<file path="src/rtl/hsort_pkg.sv">
package hsort_pkg;
  typedef enum logic [2:0] {
    ST_IDLE,
    ST_CLEAR,
    ST_COUNT,
    ST_DRAIN,
    ST_PRIME,
    ST_EMIT,
    ST_DONE
  } state_t;
endpackage

</file>
<file path="src/rtl/hsort_bin_ram.sv">
// Simple dual-port counter memory: one synchronous write port, one
// registered read port (read-during-write returns the old value).
module hsort_bin_ram #(
  parameter int AW = 8,
  parameter int DW = 7
) (
  input  logic          clk,
  input  logic          we,
  input  logic [AW-1:0] waddr,
  input  logic [DW-1:0] wdata,
  input  logic [AW-1:0] raddr,
  output logic [DW-1:0] rdata
);
  localparam int DEPTH = 1 << AW;

  logic [DW-1:0] mem [0:DEPTH-1];

  always_ff @(posedge clk) begin
    if (we) mem[waddr] <= wdata;
    rdata <= mem[raddr];
  end
endmodule

</file>
<file path="src/rtl/hsort_count_pipe.sv">
// Read-modify-write stage for the count phase. A read is launched when a
// key is accepted; one cycle later the incremented value is written back.
// The last write is remembered so that a read racing it is corrected.
module hsort_count_pipe #(
  parameter int KEY_W = 8,
  parameter int CNT_W = 7
) (
  input  logic             clk,
  input  logic             rst,
  input  logic             flush,
  input  logic             accept,
  input  logic [KEY_W-1:0] key,
  input  logic [CNT_W-1:0] rdata,
  output logic             wr_en,
  output logic [KEY_W-1:0] wr_addr,
  output logic [CNT_W-1:0] wr_data
);
  localparam logic [CNT_W-1:0] ONE = {{(CNT_W-1){1'b0}}, 1'b1};

  logic             s1_v;
  logic [KEY_W-1:0] s1_key;
  logic             lw_v;
  logic [KEY_W-1:0] lw_addr;
  logic [CNT_W-1:0] lw_data;
  logic [CNT_W-1:0] base;

  always_comb begin
    base    = (lw_v && (lw_addr == s1_key)) ? lw_data : rdata;
    wr_data = base + ONE;
    wr_en   = s1_v;
    wr_addr = s1_key;
  end

  always_ff @(posedge clk) begin
    if (rst || flush) begin
      s1_v    <= 1'b0;
      s1_key  <= '0;
      lw_v    <= 1'b0;
      lw_addr <= '0;
      lw_data <= '0;
    end else begin
      s1_v   <= accept;
      s1_key <= key;
      if (s1_v) begin
        lw_v    <= 1'b1;
        lw_addr <= s1_key;
        lw_data <= wr_data;
      end
    end
  end
endmodule

</file>
<file path="src/rtl/hsort_emit_walker.sv">
// Walks the counters in ascending order. The next counter is always
// prefetched, so an empty bin costs one cycle and the final copy of a
// key is emitted in the same cycle that the walk moves on.
module hsort_emit_walker #(
  parameter int KEY_W = 8,
  parameter int CNT_W = 7
) (
  input  logic             clk,
  input  logic             rst,
  input  logic             prime,
  input  logic             run,
  input  logic [CNT_W-1:0] rdata,
  output logic [KEY_W-1:0] rd_addr,
  output logic             finish,
  output logic             out_valid,
  output logic [KEY_W-1:0] out_key
);
  localparam logic [KEY_W-1:0] KONE  = {{(KEY_W-1){1'b0}}, 1'b1};
  localparam logic [CNT_W-1:0] CONE  = {{(CNT_W-1){1'b0}}, 1'b1};
  localparam logic [KEY_W-1:0] LASTB = '1;

  logic [KEY_W-1:0] cur_bin;
  logic [CNT_W-1:0] wc;
  logic             fresh;
  logic [CNT_W-1:0] cnt;
  logic             adv;
  logic             emit_now;

  always_comb begin
    cnt      = fresh ? rdata : wc;
    emit_now = run && (cnt != '0);
    adv      = run && ((cnt == '0) || (cnt == CONE));
    finish   = adv && (cur_bin == LASTB);
    rd_addr  = prime ? '0 : (cur_bin + KONE);
  end

  always_ff @(posedge clk) begin
    if (rst) begin
      cur_bin   <= '0;
      wc        <= '0;
      fresh     <= 1'b0;
      out_valid <= 1'b0;
      out_key   <= '0;
    end else begin
      out_valid <= emit_now;
      if (emit_now) out_key <= cur_bin;
      if (prime) begin
        cur_bin <= '0;
        fresh   <= 1'b1;
      end else if (run) begin
        if (adv) begin
          cur_bin <= cur_bin + KONE;
          fresh   <= 1'b1;
        end else begin
          fresh <= 1'b0;
          wc    <= cnt - CONE;
        end
      end
    end
  end
endmodule

</file>
<file path="src/rtl/hist_sorter.sv">
module hist_sorter import hsort_pkg::*; #(
  parameter int KEY_W = 8,
  parameter int MAX_N = 64
) (
  input  logic             clk,
  input  logic             rst,
  input  logic             start,
  input  logic             in_valid,
  input  logic [KEY_W-1:0] in_key,
  input  logic             in_last,
  output logic             ready,
  output logic             out_valid,
  output logic [KEY_W-1:0] out_key,
  output logic             done
);
  localparam int CNT_W = $clog2(MAX_N + 1);
  localparam logic [KEY_W-1:0] KONE  = {{(KEY_W-1){1'b0}}, 1'b1};
  localparam logic [KEY_W-1:0] LASTB = '1;

  state_t           state;
  state_t           state_nx;
  logic [KEY_W-1:0] clr_addr;
  logic             kick;
  logic             accept;
  logic             walk_finish;

  logic             mem_we;
  logic [KEY_W-1:0] mem_waddr;
  logic [CNT_W-1:0] mem_wdata;
  logic [KEY_W-1:0] mem_raddr;
  logic [CNT_W-1:0] mem_rdata;

  logic             cp_we;
  logic [KEY_W-1:0] cp_waddr;
  logic [CNT_W-1:0] cp_wdata;
  logic [KEY_W-1:0] walk_raddr;

  assign kick   = start && ((state == ST_IDLE) || (state == ST_DONE));
  assign accept = in_valid && (state == ST_COUNT);

  always_comb begin
    state_nx = state;
    unique case (state)
      ST_IDLE, ST_DONE: if (kick) state_nx = ST_CLEAR;
      ST_CLEAR:         if (clr_addr == LASTB) state_nx = ST_COUNT;
      ST_COUNT:         if (accept && in_last) state_nx = ST_DRAIN;
      ST_DRAIN:         state_nx = ST_PRIME;
      ST_PRIME:         state_nx = ST_EMIT;
      ST_EMIT:          if (walk_finish) state_nx = ST_DONE;
      default:          state_nx = ST_IDLE;
    endcase
  end

  always_ff @(posedge clk) begin
    if (rst) begin
      state    <= ST_IDLE;
      clr_addr <= '0;
    end else begin
      state <= state_nx;
      if (kick) clr_addr <= '0;
      else if (state == ST_CLEAR) clr_addr <= clr_addr + KONE;
    end
  end

  always_comb begin
    if (state == ST_CLEAR) begin
      mem_we    = 1'b1;
      mem_waddr = clr_addr;
      mem_wdata = '0;
    end else begin
      mem_we    = cp_we;
      mem_waddr = cp_waddr;
      mem_wdata = cp_wdata;
    end
    mem_raddr = (state == ST_COUNT) ? in_key : walk_raddr;
  end

  hsort_bin_ram #(.AW(KEY_W), .DW(CNT_W)) u_ram (
    .clk   (clk),
    .we    (mem_we),
    .waddr (mem_waddr),
    .wdata (mem_wdata),
    .raddr (mem_raddr),
    .rdata (mem_rdata)
  );

  hsort_count_pipe #(.KEY_W(KEY_W), .CNT_W(CNT_W)) u_cnt (
    .clk     (clk),
    .rst     (rst),
    .flush   (kick),
    .accept  (accept),
    .key     (in_key),
    .rdata   (mem_rdata),
    .wr_en   (cp_we),
    .wr_addr (cp_waddr),
    .wr_data (cp_wdata)
  );

  hsort_emit_walker #(.KEY_W(KEY_W), .CNT_W(CNT_W)) u_walk (
    .clk       (clk),
    .rst       (rst),
    .prime     (state == ST_PRIME),
    .run       (state == ST_EMIT),
    .rdata     (mem_rdata),
    .rd_addr   (walk_raddr),
    .finish    (walk_finish),
    .out_valid (out_valid),
    .out_key   (out_key)
  );

  assign ready = (state == ST_COUNT);
  assign done  = (state == ST_DONE);
endmodule

</file>
<file path="config.mk">
export PLATFORM = sky130hd
export DESIGN_NAME = hist_sorter
export DESIGN_NICKNAME = d
export VERILOG_FILES = /design/src/rtl/hsort_pkg.sv /design/src/rtl/hsort_bin_ram.sv /design/src/rtl/hsort_count_pipe.sv /design/src/rtl/hsort_emit_walker.sv /design/src/rtl/hist_sorter.sv
export SDC_FILE = /design/constraint.sdc
export NUM_CORES = 2
export LEC_CHECK = 0
export BUFFER_PORTS_ARGS = -buffer_cell sky130_fd_sc_hd__buf_4
export CAP_MARGIN = 25
export CORE_ASPECT_RATIO = 0.9
export CORE_MARGIN = 5
export CORE_UTILIZATION = 54
export CTS_CLUSTER_DIAMETER = 150
export DETAILED_ROUTE_END_ITERATION = 10
export HOLD_SLACK_MARGIN = 0.15
export PLACE_DENSITY = 0.69
export REMOVE_ABC_BUFFERS = 1
export SYNTH_ARGS = -nofsm -noshare
export SYNTH_HDL_FRONTEND = slang
export SYNTH_HIERARCHICAL = 1
export SYNTH_SLANG_ARGS = --single-unit
</file>
<file path="constraint.sdc">
create_clock -name clk -period 13.3 [get_ports clk]
set_input_delay 2.66 -clock clk [delete_from_list [all_inputs] [get_ports clk]]
set_output_delay 2.66 -clock clk [all_outputs]
set_load 0.01 [all_outputs]
</file>
==> run metrics <==
status completed; Fin. Hold Viols 0; dpl hpwl 105000 um; post-synthesis mux area share 14.7%; routability cong. 0.849; biggest area consumer among synthesized cells edfxtp_1; total CTS buffers 177; ys flop type edfxtp_1; MaxCap Viol Count 0; Die Span X 400 um; sequential area share after synthesis 74.7%; DRC marker count from the first detailed-route iteration 4867; worst path cell trace buf_4 > mux2_8 > buf_12 > buf_4 > mux4_2 > a22o_1 > a221oi_1 > o22ai_1 > nor3_1 > nor4_2; Tot GR Track Use 24.4%; main combinational cell family by area after synthesis multiplexers; WP buf/inv 3; worst skew pair latency 0.79 ns; Worst-Margin Slew 1.29 ns; # DRC 0; Post-Syn Area 0.0738 mm2; initial core utilization 54.4%; asr flop ratio synth 0%; worst relative slew slack 14.1%; Syn-to-layout area delta 9.81%; Worst-path clk slew 0.06 ns; Met1 Wirelength 71400 um; number of clock sinks 1860; CP Launch Type primary input; Ports 24; Clock Skew 0.0249 ns; first-pass GRT wire length 257000 um; top area cells in the synthesized netlist edfxtp_1, mux4_2, mux2i_1; unrepaired setup endpoints after global routing no; CTS Hold Bufs 0; crit share post-route 50.1%; placed cells 5509; number of flops mapped to enable cells by yosys 1792; initial antenna violation count 4; final core utilization 59.8%; layout cells sized above 1 19.0%; Slew Limit Fails 0; fin cells 5843; Max FO, Critical Path 93; nets 3889; Setup CP Type primary input to flip-flop; Hold Worst Slack 0.456 ns; fmax 150 MHz; postcts setup bufs 0; Synth cell types 80; Die Area 0.144 mm2; syn_area_per_cell 19.3 um2; Post-synth top cells edfxtp_1, mux4_2, nor2_1; Root Driver clkbuf_16; area of the core 0.136 mm2; Synth Area in Simple Gates 4.71%; CP top delay family buffers and inverters; Final ANT Viol Nets 0; Hold Path Class flip-flop to flip-flop; Top Layer Used met4; CTS tree done; synth warn 6; fin crit period 6.66 ns; Yosys reg bits 1860; post-route setup TNS 0 ns; critical path required time 13.94 ns; largest stage delay on the critical path 0.78 ns; slowest cell on the critical path nor3_1; met2 routed WL 80900 um; Remaining Overflow, GRT 0; Die Ht 361 um; First-pass DRT Iterations 9; count leader, synth edfxtp_1; Final setup viols 0; Placement Cell Area 0.0755 mm2; Synth top area share 72.9%; # rows 128; via count 37858; Arr. time, crit path 7.30 ns; post-cts resize count 0; IO Port Bufs 23; met3 wire len 17500 um; Leak 0.0258 uW; H-Tree Level Count 4; Compound-Gate Fraction of Synth Area 3.40%; Final Cell Area 0.0811 mm2; CP most frequent cell buf_4; WL/cell 30.0 um; number of global-route vias before repair 37305; largest net degree at the start of global routing 225; Max Buffers Root-to-Sink 3; Peak supply drop 0.256 mV; Adder-Cell Fraction of Synth Area 0.0847%; post-synthesis xor/xnor area fraction 0.308%; Syn Inst Count 3824; CP endpoint kind flip-flop; average via count per standard cell 6.48; PwrDens 187 mW/mm2; DRT Wirelength 175000 um
[placed cells by master (no fill, tap or decap), drive strengths merged, types with 13 or more instances in the layout]
| master | count |
|---|---|
| a2111oi | 16 |
| a21oi | 64 |
| a221oi | 20 |
| a22o | 14 |
| a22oi | 63 |
| and2 | 25 |
| buf | 96 |
| clkbuf | 240 |
| clkinv | 70 |
| dfxtp | 68 |
| edfxtp | 1792 |
| inv | 14 |
| mux2 | 13 |
| mux2i | 190 |
| mux4 | 390 |
| nand2 | 140 |
| nand2b | 18 |
| nand3 | 55 |
| nand4 | 17 |
| nor2 | 329 |
| nor2b | 26 |
| nor3 | 45 |
| nor4 | 38 |
| o2111ai | 14 |
| o21ai | 32 |
| o22ai | 74 |
| xnor2 | 21 |
[tightest hold or removal path: stages (launching register included)]
cell and delay (ns):
dfxtp_1 0.31, nand2_1 0.05, mux2i_1 0.05
[stage by stage]
step                      worst slack (ns)  power [uW]
after floorplan                      -2.50        9870
after global placement                5.90       10400
after detailed placement              5.88       10500
after CTS                             6.72       15300
after global routing                  6.34       15700
final                                 6.64       15200
[kinds of logic after synthesis]
group | count (synthesis)
flops | 1860
simple gates | 749
mux | 593
compound gates | 352
buf+inv | 239
xor+xnor | 26
fa+ha+maj | 5
[layout make-up]
type	instances	area (um2)
inverter	10	37.5
antenna	5	12.5
tap	1820	2280
clock inverter	87	644
clock buffer	239	4880
multi-input combinational	1725	17200
sequential	1860	55200
fill	9585	54600
timing repair buffer	97	848
[final timing paths]
path                            cells after the start                              to  slack (ns)                           start
worst max-delay path                               10          u_ram/rdata[6]$_DFF_P_        6.64                       in_key[0]
worst min-delay path                                2  u_walk/out_key[0]$_SDFFE_PP0P_        0.46  u_walk/out_key[0]$_SDFFE_PP0P_
worst max register to register                     11          u_ram/rdata[6]$_DFF_P_        7.16           state[1]$_SDFFE_PP0P_
worst min register to register                      2  u_walk/out_key[0]$_SDFFE_PP0P_        0.46  u_walk/out_key[0]$_SDFFE_PP0P_
[routing by layer]
metal  up-vias  track usage (%)
met5         -                0
met1     19824             36.2
li1      15737                -
met2      2002             36.7
met4         0             7.90
met3       295             5.06
[sequential cells by signal, indices dropped and copies added (netlist names), 3 cells and up]
name            flops
clr_addr            8
u_walk/out_key      8
u_cnt/lw_data       7
u_cnt/wr_addr       8
state               3
u_ram/rdata         7
u_cnt/lw_addr       8
u_ram/mem        1792
u_walk/cur_bin      8
u_walk/wc           7
[power by group]
| group | internal [uW] | switching (uW) | leakage (uW) |
|---|---|---|---|
| clock network | 2740 | 2100 | 0.00270 |
| registers | 7740 | 64.7 | 0.0168 |
| logic | 578 | 1970 | 0.00631 |
No activity file was read; power rests on OpenSTA's default activity.
